**src/rtl/amp_ctl_pkg.sv**
```systemverilog
// Package: shared widths, command field layout and routing type for the
// serial amplifier control block. Assumes an 8-bit command, mode in the low
// three bits.
package amp_ctl_pkg;
    localparam int FRAME_BITS = 8;
    localparam int MODE_W     = 3;
    localparam int VOL_W      = 5;
    localparam int GAIN_W     = 8;
    localparam int CNT_W      = $clog2(FRAME_BITS + 1);
    localparam int GAIN_STEP  = 3;   // half-dB per volume code
    localparam int GAIN_FLOOR = 69;  // half-dB below zero at code 0

    typedef struct packed {
        logic on;
        logic phone;
        logic line;
    } route_t;

    typedef struct packed {
        logic [VOL_W-1:0]  vol;
        logic [MODE_W-1:0] mode;
    } cmd_t;
endpackage

```
**src/rtl/amp_ser_sync.sv**
```systemverilog
// Brings the three asynchronous serial lines into the system clock with
// two-flop synchronizers and produces one-cycle edge pulses for the serial
// clock and the enable. Assumes each serial level lasts several system clocks.
module amp_ser_sync #(
    parameter int STAGES = 2
) (
    input  logic clk,
    input  logic rst_n,
    input  logic ser_clk,
    input  logic ser_en,
    input  logic ser_dat,
    output logic sclk_rise,
    output logic en_rise,
    output logic en_fall,
    output logic en_lvl,
    output logic dat_lvl
);
    logic [2:0] stage [STAGES];
    logic [1:0] prev;

    generate
        for (genvar i = 0; i < STAGES; i++) begin : g_stage
            // Purpose: one synchronizer rank for all three lines.
            always_ff @(posedge clk) begin
                if (!rst_n)
                    stage[i] <= '0;
                else if (i == 0)
                    stage[i] <= {ser_clk, ser_en, ser_dat};
                else
                    stage[i] <= stage[(i == 0) ? 0 : i-1];
            end
        end
    endgenerate

    // Purpose: remember last synchronized clock/enable for edge detection.
    always_ff @(posedge clk) begin
        if (!rst_n)
            prev <= '0;
        else
            prev <= stage[STAGES-1][2:1];
    end

    always_comb begin
        sclk_rise = stage[STAGES-1][2] & ~prev[1];
        en_rise   = stage[STAGES-1][1] & ~prev[0];
        en_fall   = ~stage[STAGES-1][1] & prev[0];
        en_lvl    = stage[STAGES-1][1];
        dat_lvl   = stage[STAGES-1][0];
    end
endmodule

```
**src/rtl/amp_frame_rx.sv**
```systemverilog
// Shift register and bit counter for one serial command. Bits enter LSB
// first; bits past the frame length are dropped; a commit pulse is issued
// on enable fall only when a full frame was captured.
module amp_frame_rx
    import amp_ctl_pkg::*;
(
    input  logic                  clk,
    input  logic                  rst_n,
    input  logic                  sclk_rise,
    input  logic                  en_rise,
    input  logic                  en_fall,
    input  logic                  en_lvl,
    input  logic                  dat_lvl,
    output logic                  commit,
    output logic [FRAME_BITS-1:0] frame
);
    logic [CNT_W-1:0] nbits;
    logic             full;

    assign full = (nbits == CNT_W'(FRAME_BITS));

    // Purpose: count captured bits, restart at each enable rise.
    always_ff @(posedge clk) begin
        if (!rst_n)
            nbits <= '0;
        else if (en_rise)
            nbits <= '0;
        else if (sclk_rise && en_lvl && !full)
            nbits <= nbits + 1'b1;
    end

    // Purpose: shift in data LSB first until the frame is full.
    always_ff @(posedge clk) begin
        if (!rst_n)
            frame <= '0;
        else if (sclk_rise && en_lvl && !full && !en_rise)
            frame <= {dat_lvl, frame[FRAME_BITS-1:1]};
    end

    assign commit = en_fall & full;
endmodule

```
**src/rtl/amp_route_dec.sv**
```systemverilog
// Decodes the output mode into speaker and headset routing. Enables are
// gated by the bias-ready flag; source selects follow the mode alone.
module amp_route_dec
    import amp_ctl_pkg::*;
(
    input  logic [MODE_W-1:0] mode,
    input  logic              ready,
    output route_t            spk,
    output route_t            hs
);
    // Purpose: routing table for both outputs.
    always_comb begin
        spk = '0;
        hs  = '0;
        unique case (mode)
            3'd1: spk = '{on: 1'b1, phone: 1'b1, line: 1'b0};
            3'd2: hs  = '{on: 1'b1, phone: 1'b1, line: 1'b0};
            3'd3: spk = '{on: 1'b1, phone: 1'b0, line: 1'b1};
            3'd4: hs  = '{on: 1'b1, phone: 1'b0, line: 1'b1};
            3'd5: spk = '{on: 1'b1, phone: 1'b1, line: 1'b1};
            3'd6: hs  = '{on: 1'b1, phone: 1'b1, line: 1'b1};
            3'd7: begin
                spk = '{on: 1'b1, phone: 1'b1, line: 1'b0};
                hs  = '{on: 1'b1, phone: 1'b1, line: 1'b1};
            end
            default: ;
        endcase
        spk.on = spk.on & ready;
        hs.on  = hs.on & ready;
    end
endmodule

```
**src/rtl/amp_wake_timer.sv**
```systemverilog
// Bias-settling timer. Started by a commit leaving standby, cancelled by a
// commit into standby. Ready rises WAKE_CYCLES clocks after the start.
module amp_wake_timer #(
    parameter int WAKE_CYCLES = 1000
) (
    input  logic clk,
    input  logic rst_n,
    input  logic start,
    input  logic cancel,
    output logic ready
);
    localparam int TW = (WAKE_CYCLES < 2) ? 1 : $clog2(WAKE_CYCLES);

    logic [TW-1:0] cnt;
    logic          run;

    // Purpose: count settling time and raise ready at the terminal count.
    always_ff @(posedge clk) begin
        if (!rst_n) begin
            cnt   <= '0;
            run   <= 1'b0;
            ready <= 1'b0;
        end else if (cancel) begin
            cnt   <= '0;
            run   <= 1'b0;
            ready <= 1'b0;
        end else if (start) begin
            cnt   <= '0;
            run   <= 1'b1;
            ready <= 1'b0;
        end else if (run) begin
            if (cnt == TW'(WAKE_CYCLES - 1)) begin
                run   <= 1'b0;
                ready <= 1'b1;
            end else begin
                cnt <= cnt + 1'b1;
            end
        end
    end
endmodule

```
**src/rtl/amp_ctl_top.sv**
```systemverilog
// Top of the serial amplifier control block: synchronizer, frame receiver,
// command register, gain map, routing decoder and wake timer. Assumes the
// system clock is several times faster than the serial clock.
module amp_ctl_top
    import amp_ctl_pkg::*;
#(
    parameter int WAKE_CYCLES = 1000,
    parameter int RESET_VOL   = 27
) (
    input  logic                     clk,
    input  logic                     rst_n,
    input  logic                     ser_clk,
    input  logic                     ser_en,
    input  logic                     ser_dat,
    output logic [MODE_W-1:0]        mode_q,
    output logic [VOL_W-1:0]         vol_q,
    output logic signed [GAIN_W-1:0] gain_hdb,
    output logic                     ready,
    output logic                     spk_en,
    output logic                     spk_phone,
    output logic                     spk_line,
    output logic                     hs_en,
    output logic                     hs_phone,
    output logic                     hs_line
);
    logic sclk_rise, en_rise, en_fall, en_lvl, dat_lvl;
    logic commit;
    logic [FRAME_BITS-1:0] frame;
    cmd_t cmd;
    route_t spk, hs;
    logic wake_start, wake_cancel;

    amp_ser_sync #(.STAGES(2)) u_sync (
        .clk(clk), .rst_n(rst_n),
        .ser_clk(ser_clk), .ser_en(ser_en), .ser_dat(ser_dat),
        .sclk_rise(sclk_rise), .en_rise(en_rise), .en_fall(en_fall),
        .en_lvl(en_lvl), .dat_lvl(dat_lvl)
    );

    amp_frame_rx u_rx (
        .clk(clk), .rst_n(rst_n),
        .sclk_rise(sclk_rise), .en_rise(en_rise), .en_fall(en_fall),
        .en_lvl(en_lvl), .dat_lvl(dat_lvl),
        .commit(commit), .frame(frame)
    );

    assign cmd = cmd_t'(frame);

    // Purpose: command register loaded on commit.
    always_ff @(posedge clk) begin
        if (!rst_n) begin
            mode_q <= '0;
            vol_q  <= VOL_W'(RESET_VOL);
        end else if (commit) begin
            mode_q <= cmd.mode;
            vol_q  <= cmd.vol;
        end
    end

    assign wake_start  = commit && (mode_q == '0) && (cmd.mode != '0);
    assign wake_cancel = commit && (cmd.mode == '0);

    amp_wake_timer #(.WAKE_CYCLES(WAKE_CYCLES)) u_wake (
        .clk(clk), .rst_n(rst_n),
        .start(wake_start), .cancel(wake_cancel), .ready(ready)
    );

    // Purpose: volume code to signed half-dB gain.
    always_comb begin
        gain_hdb = $signed(GAIN_W'(GAIN_W'(vol_q) * GAIN_W'(GAIN_STEP))
                           - GAIN_W'(GAIN_FLOOR));
    end

    amp_route_dec u_dec (
        .mode(mode_q), .ready(ready), .spk(spk), .hs(hs)
    );

    assign spk_en    = spk.on;
    assign spk_phone = spk.phone;
    assign spk_line  = spk.line;
    assign hs_en     = hs.on;
    assign hs_phone  = hs.phone;
    assign hs_line   = hs.line;
endmodule

```
**config.mk**
```make
export PLATFORM = sky130hd
export DESIGN_NAME = amp_ctl_top
export DESIGN_NICKNAME = d
export VERILOG_FILES = /design/src/rtl/amp_ctl_pkg.sv /design/src/rtl/amp_ser_sync.sv /design/src/rtl/amp_frame_rx.sv /design/src/rtl/amp_route_dec.sv /design/src/rtl/amp_wake_timer.sv /design/src/rtl/amp_ctl_top.sv
export SDC_FILE = /design/constraint.sdc
export NUM_CORES = 1
export LEC_CHECK = 0
export BUFFER_PORTS_ARGS = -buffer_cell sky130_fd_sc_hd__buf_2
export CAP_MARGIN = 10
export CORE_MARGIN = 2
export CORE_UTILIZATION = 45
export CTS_BUF_LIST = sky130_fd_sc_hd__clkbuf_8
export DETAILED_ROUTE_END_ITERATION = 12
export PLACE_DENSITY = 0.78
export SETUP_SLACK_MARGIN = 0.02
export SYNTH_ARGS = -nofsm -noshare
export SYNTH_HDL_FRONTEND = slang
export SYNTH_SLANG_ARGS = --single-unit
```
**constraint.sdc**
```tcl
create_clock -name clk -period 1.7 [get_ports clk]
set_input_delay 0 -clock clk [delete_from_list [all_inputs] [get_ports clk]]
set_output_delay 0 -clock clk [all_outputs]
set_load 0.01 [all_outputs]
```
==> reports/qor.txt <==
largest net degree at the start of global routing -> 15
RSZ-0062 raised after global routing -> true
layout cells sized above 1 -> 31.0%
dpl hpwl -> 2510 um
total power -> 1.61 mW
Worst path max stage delay -> 0.57 ns
vias in the first global route -> 1,289
Crit path buffers/inverters -> 3
initial antenna violation count -> 0
cells after synthesis -> 209
GPL Wtd Cong -> 0.687
syn_area_per_cell -> 9.05 sq um
crit path cell chain -> inv_2, ha_4, inv_2, fa_2, nand2_2, o21ai_2, a21o_1, nand2_1, buf_2
post-synthesis register bit count -> 40
drt wl/cell -> 11.6 um
starting density of the core -> 47.0%
synth warn -> 0
gr ovfl total -> 0
H-tree Lvls -> 2
TritonCTS buffer count -> 5
# DRC -> 0
Synth-to-Final Area Change -> 29.9%
startpoint types -> flip-flop
Detail Route Antenna Nets -> 0
die area -> 4740 sq um
CTS Root Cell -> clkbuf_8
row count -> 23
GR met3 Demand/Resource -> 3.90%
number of port buffers -> 27
hold path endpoint -> vol_q[1]$_SDFFE_PN1P_
# diodes -> 0
via/cell ratio -> 4.94
GRT Util Overall -> 15.3%
r2r endpoint -> mode_q[0]$_SDFFE_PN0P_
global-route layer with the greatest usage -> met2
period utilization -> 116%
final setup vio count -> 4
Worst R2R Path Depth -> 7
Via Count -> 1,536
Slowest cell on crit path -> fa_2
CP Data Arrival Time -> 1.97 ns
top cells by area, synth -> dfxtp_1 (42%), ha_1 (7.9%), nor2_1 (4.6%)
clk slew on worst S/H paths -> 0.07 ns
worst hold path class -> in -> reg
final hold vios -> 0
clk_lat worst skew -> 0.29 ns
Max Root-Sink Buffers -> 2
commonest non-fill, non-tap cell in the layout -> dfxtp_1
global-route wire length before repair -> 5390 um
WP data required -> 1.70 ns
Iter 0 DRT Violations -> 36
1st-pass router iterations -> 4
Chip Width -> 68.8 um
Core Util, Final -> 61.0%
critical-path maximum fanout -> 3
GR Layer Usage met2 -> 25.6%
TritonCTS clock tree -> done
Least-Margin Pin Slew -> 0.466 ns
worst r2r src -> u_rx.nbits[1]$_SDFFE_PP0N_
Die Y -> 68.8 um
failing checks -> negative setup slack
most frequent cells in the layout -> dfxtp_1 (35), buf_2 (27), nor2_1 (23)
relative slew slack -> 68.6%
Max Fclk -> 0.507 GHz
hold path cells -> 2
Synth area leader -> dfxtp_1
final clock skew -> 0.00635 ns
Fin Setup TNS -> -0.960 ns
Fill cells -> 326
hold path start -> rst_n
worst-case vdd ir drop -> 0.000413 V
Cell Pwr Density -> 654 nW/um^2
DRT Wirelength -> 3620 um
Final Max Slew Viols -> 0
clk sinks -> 40
Reg2Reg Setup Slack -> 0.10 ns
syn_nets -> 227
Boundary Pins -> 28
Min Hold Slack -> 0.0431 ns
kind of critical path -> reg -> out
Post-Syn Area -> 1890 sq um
Leak Pwr -> 1.05 nW
CP Capture Type -> primary output
Final Critical Period -> 1.97 ns
Cell variety after synth -> 34
Final Net Count -> 278
met1 Use GR -> 18.2%
cell repeated most along the worst path -> inv_2
core footprint -> 4030 sq um
status -> complete, but fails checks
max cap viols -> 0
final worst setup slack -> -0.272 ns
Async SR Flop Fraction -> 0%
delay-heaviest family, CP -> adder cells
Post-synth top flop -> dfxtp_1
Post-synth EDFFs -> 0
sequential fraction of the synthesis area -> 42.3%
top-area cell type share of the netlist area -> 42.3%
layer usage:
| layer | vias to the layer above | wire length [um] |
|---|---|---|
| li1 | 799 | - |
| met3 | 5 | 134 |
| met5 | - | 0 |
| met4 | 0 | 68 |
| met2 | 35 | 1790 |
| met1 | 697 | 1630 |
kinds of logic after synthesis:
group,Yosys count,synth area share (%)
xor gates and xnor gates,17,7.87
adders and majority gates,14,9.52
muxes,8,4.23
DFF,40,42.3
and+or+nand+nor,77,21.1
buffers and inverters,23,5.16
AOI/OAI and AO/OA,30,9.79
cell type report:
type                    count  area, sq um  area share [%]
multi-input cells         146         1090            44.5
flip-flops and latches     40          812            33.0
repair buffers             51          334            13.6
clock buffers               6         82.6            3.36
inverters                  16         65.1            2.65
well taps                  50         62.6            2.55
clock inverters             2         7.51           0.305
per-stage QoR:
step	worst slack (ns)	instance area, sq um	instances
final	-0.272	2460	311
after global routing	-0.378	2460	311
after CTS	-0.321	2370	307
after detailed placement	-0.0971	2170	294
after global placement	-0.0196	2170	294
after floorplan	0.0130	1900	209
worst reg2reg max path, stage by stage, from the launching register on:
cell and delay (ns):
dfxtp_2 0.33, inv_1 0.07, ha_2 0.19, nand3b_4 0.09, or3b_4 0.43, buf_4 0.16
mux2i_1 0.17, nor2_1 0.05
synth_stat cells (4+ instances only):
cell and count:
xnor2_1 9, mux2i_1 8, a21oi_1 14, nor2_1 23
ha_1 12, inv_1 16, xor2_1 8, and2_1 10
dfxtp_1 40, nand3_1 9, nand2_1 18, nor3_1 4
o211ai_1 4, nand4_1 4
registers in the layout, indices dropped and copies added, names as in the netlist:
| name | count |
|---|---|
| u_sync.stage | 6 |
| u_wake.ready | 1 |
| mode_q | 3 |
| u_wake.cnt | 10 |
| u_rx.nbits | 4 |
| u_wake.run | 1 |
| u_sync.prev | 2 |
| u_rx.frame | 8 |
| vol_q | 5 |
worst max-delay path by stage:
stage / startpoint / endpoint / slack (ns) / depth (start not counted)
after floorplan: vol_q[3]$_SDFFE_PN1P_ / gain_hdb[7] / 0.01 / 8
after global placement: vol_q[1]$_SDFFE_PN1P_ / gain_hdb[6] / -0.02 / 7
after detailed placement: vol_q[2]$_SDFFE_PN0P_ / gain_hdb[7] / -0.1 / 9
after CTS: vol_q[2]$_SDFFE_PN0P_ / gain_hdb[7] / -0.32 / 9
after global routing: vol_q[1]$_SDFFE_PN1P_ / gain_hdb[6] / -0.38 / 9
final: vol_q[2]$_SDFFE_PN0P_ / gain_hdb[7] / -0.27 / 9
timing repair:
item                                    4_1_cts  5_1_grt
hold buffers                                  3        0
pin swaps                                     6       11
hold endpoints to repair                      3        0
endpoints found under the setup margin        5       13
gates resized for setup                      13       17
buffers inserted                              2        4
power by group:
| part | leakage, nW | switching [mW] | internal, mW | total [mW] |
|---|---|---|---|---|
| Sequential | 0.324 | 0.00423 | 0.941 | 0.946 |
| Combinational | 0.668 | 0.0211 | 0.0185 | 0.0396 |
| Clock | 0.0538 | 0.304 | 0.319 | 0.623 |
(Power assumes the default switching activity.)
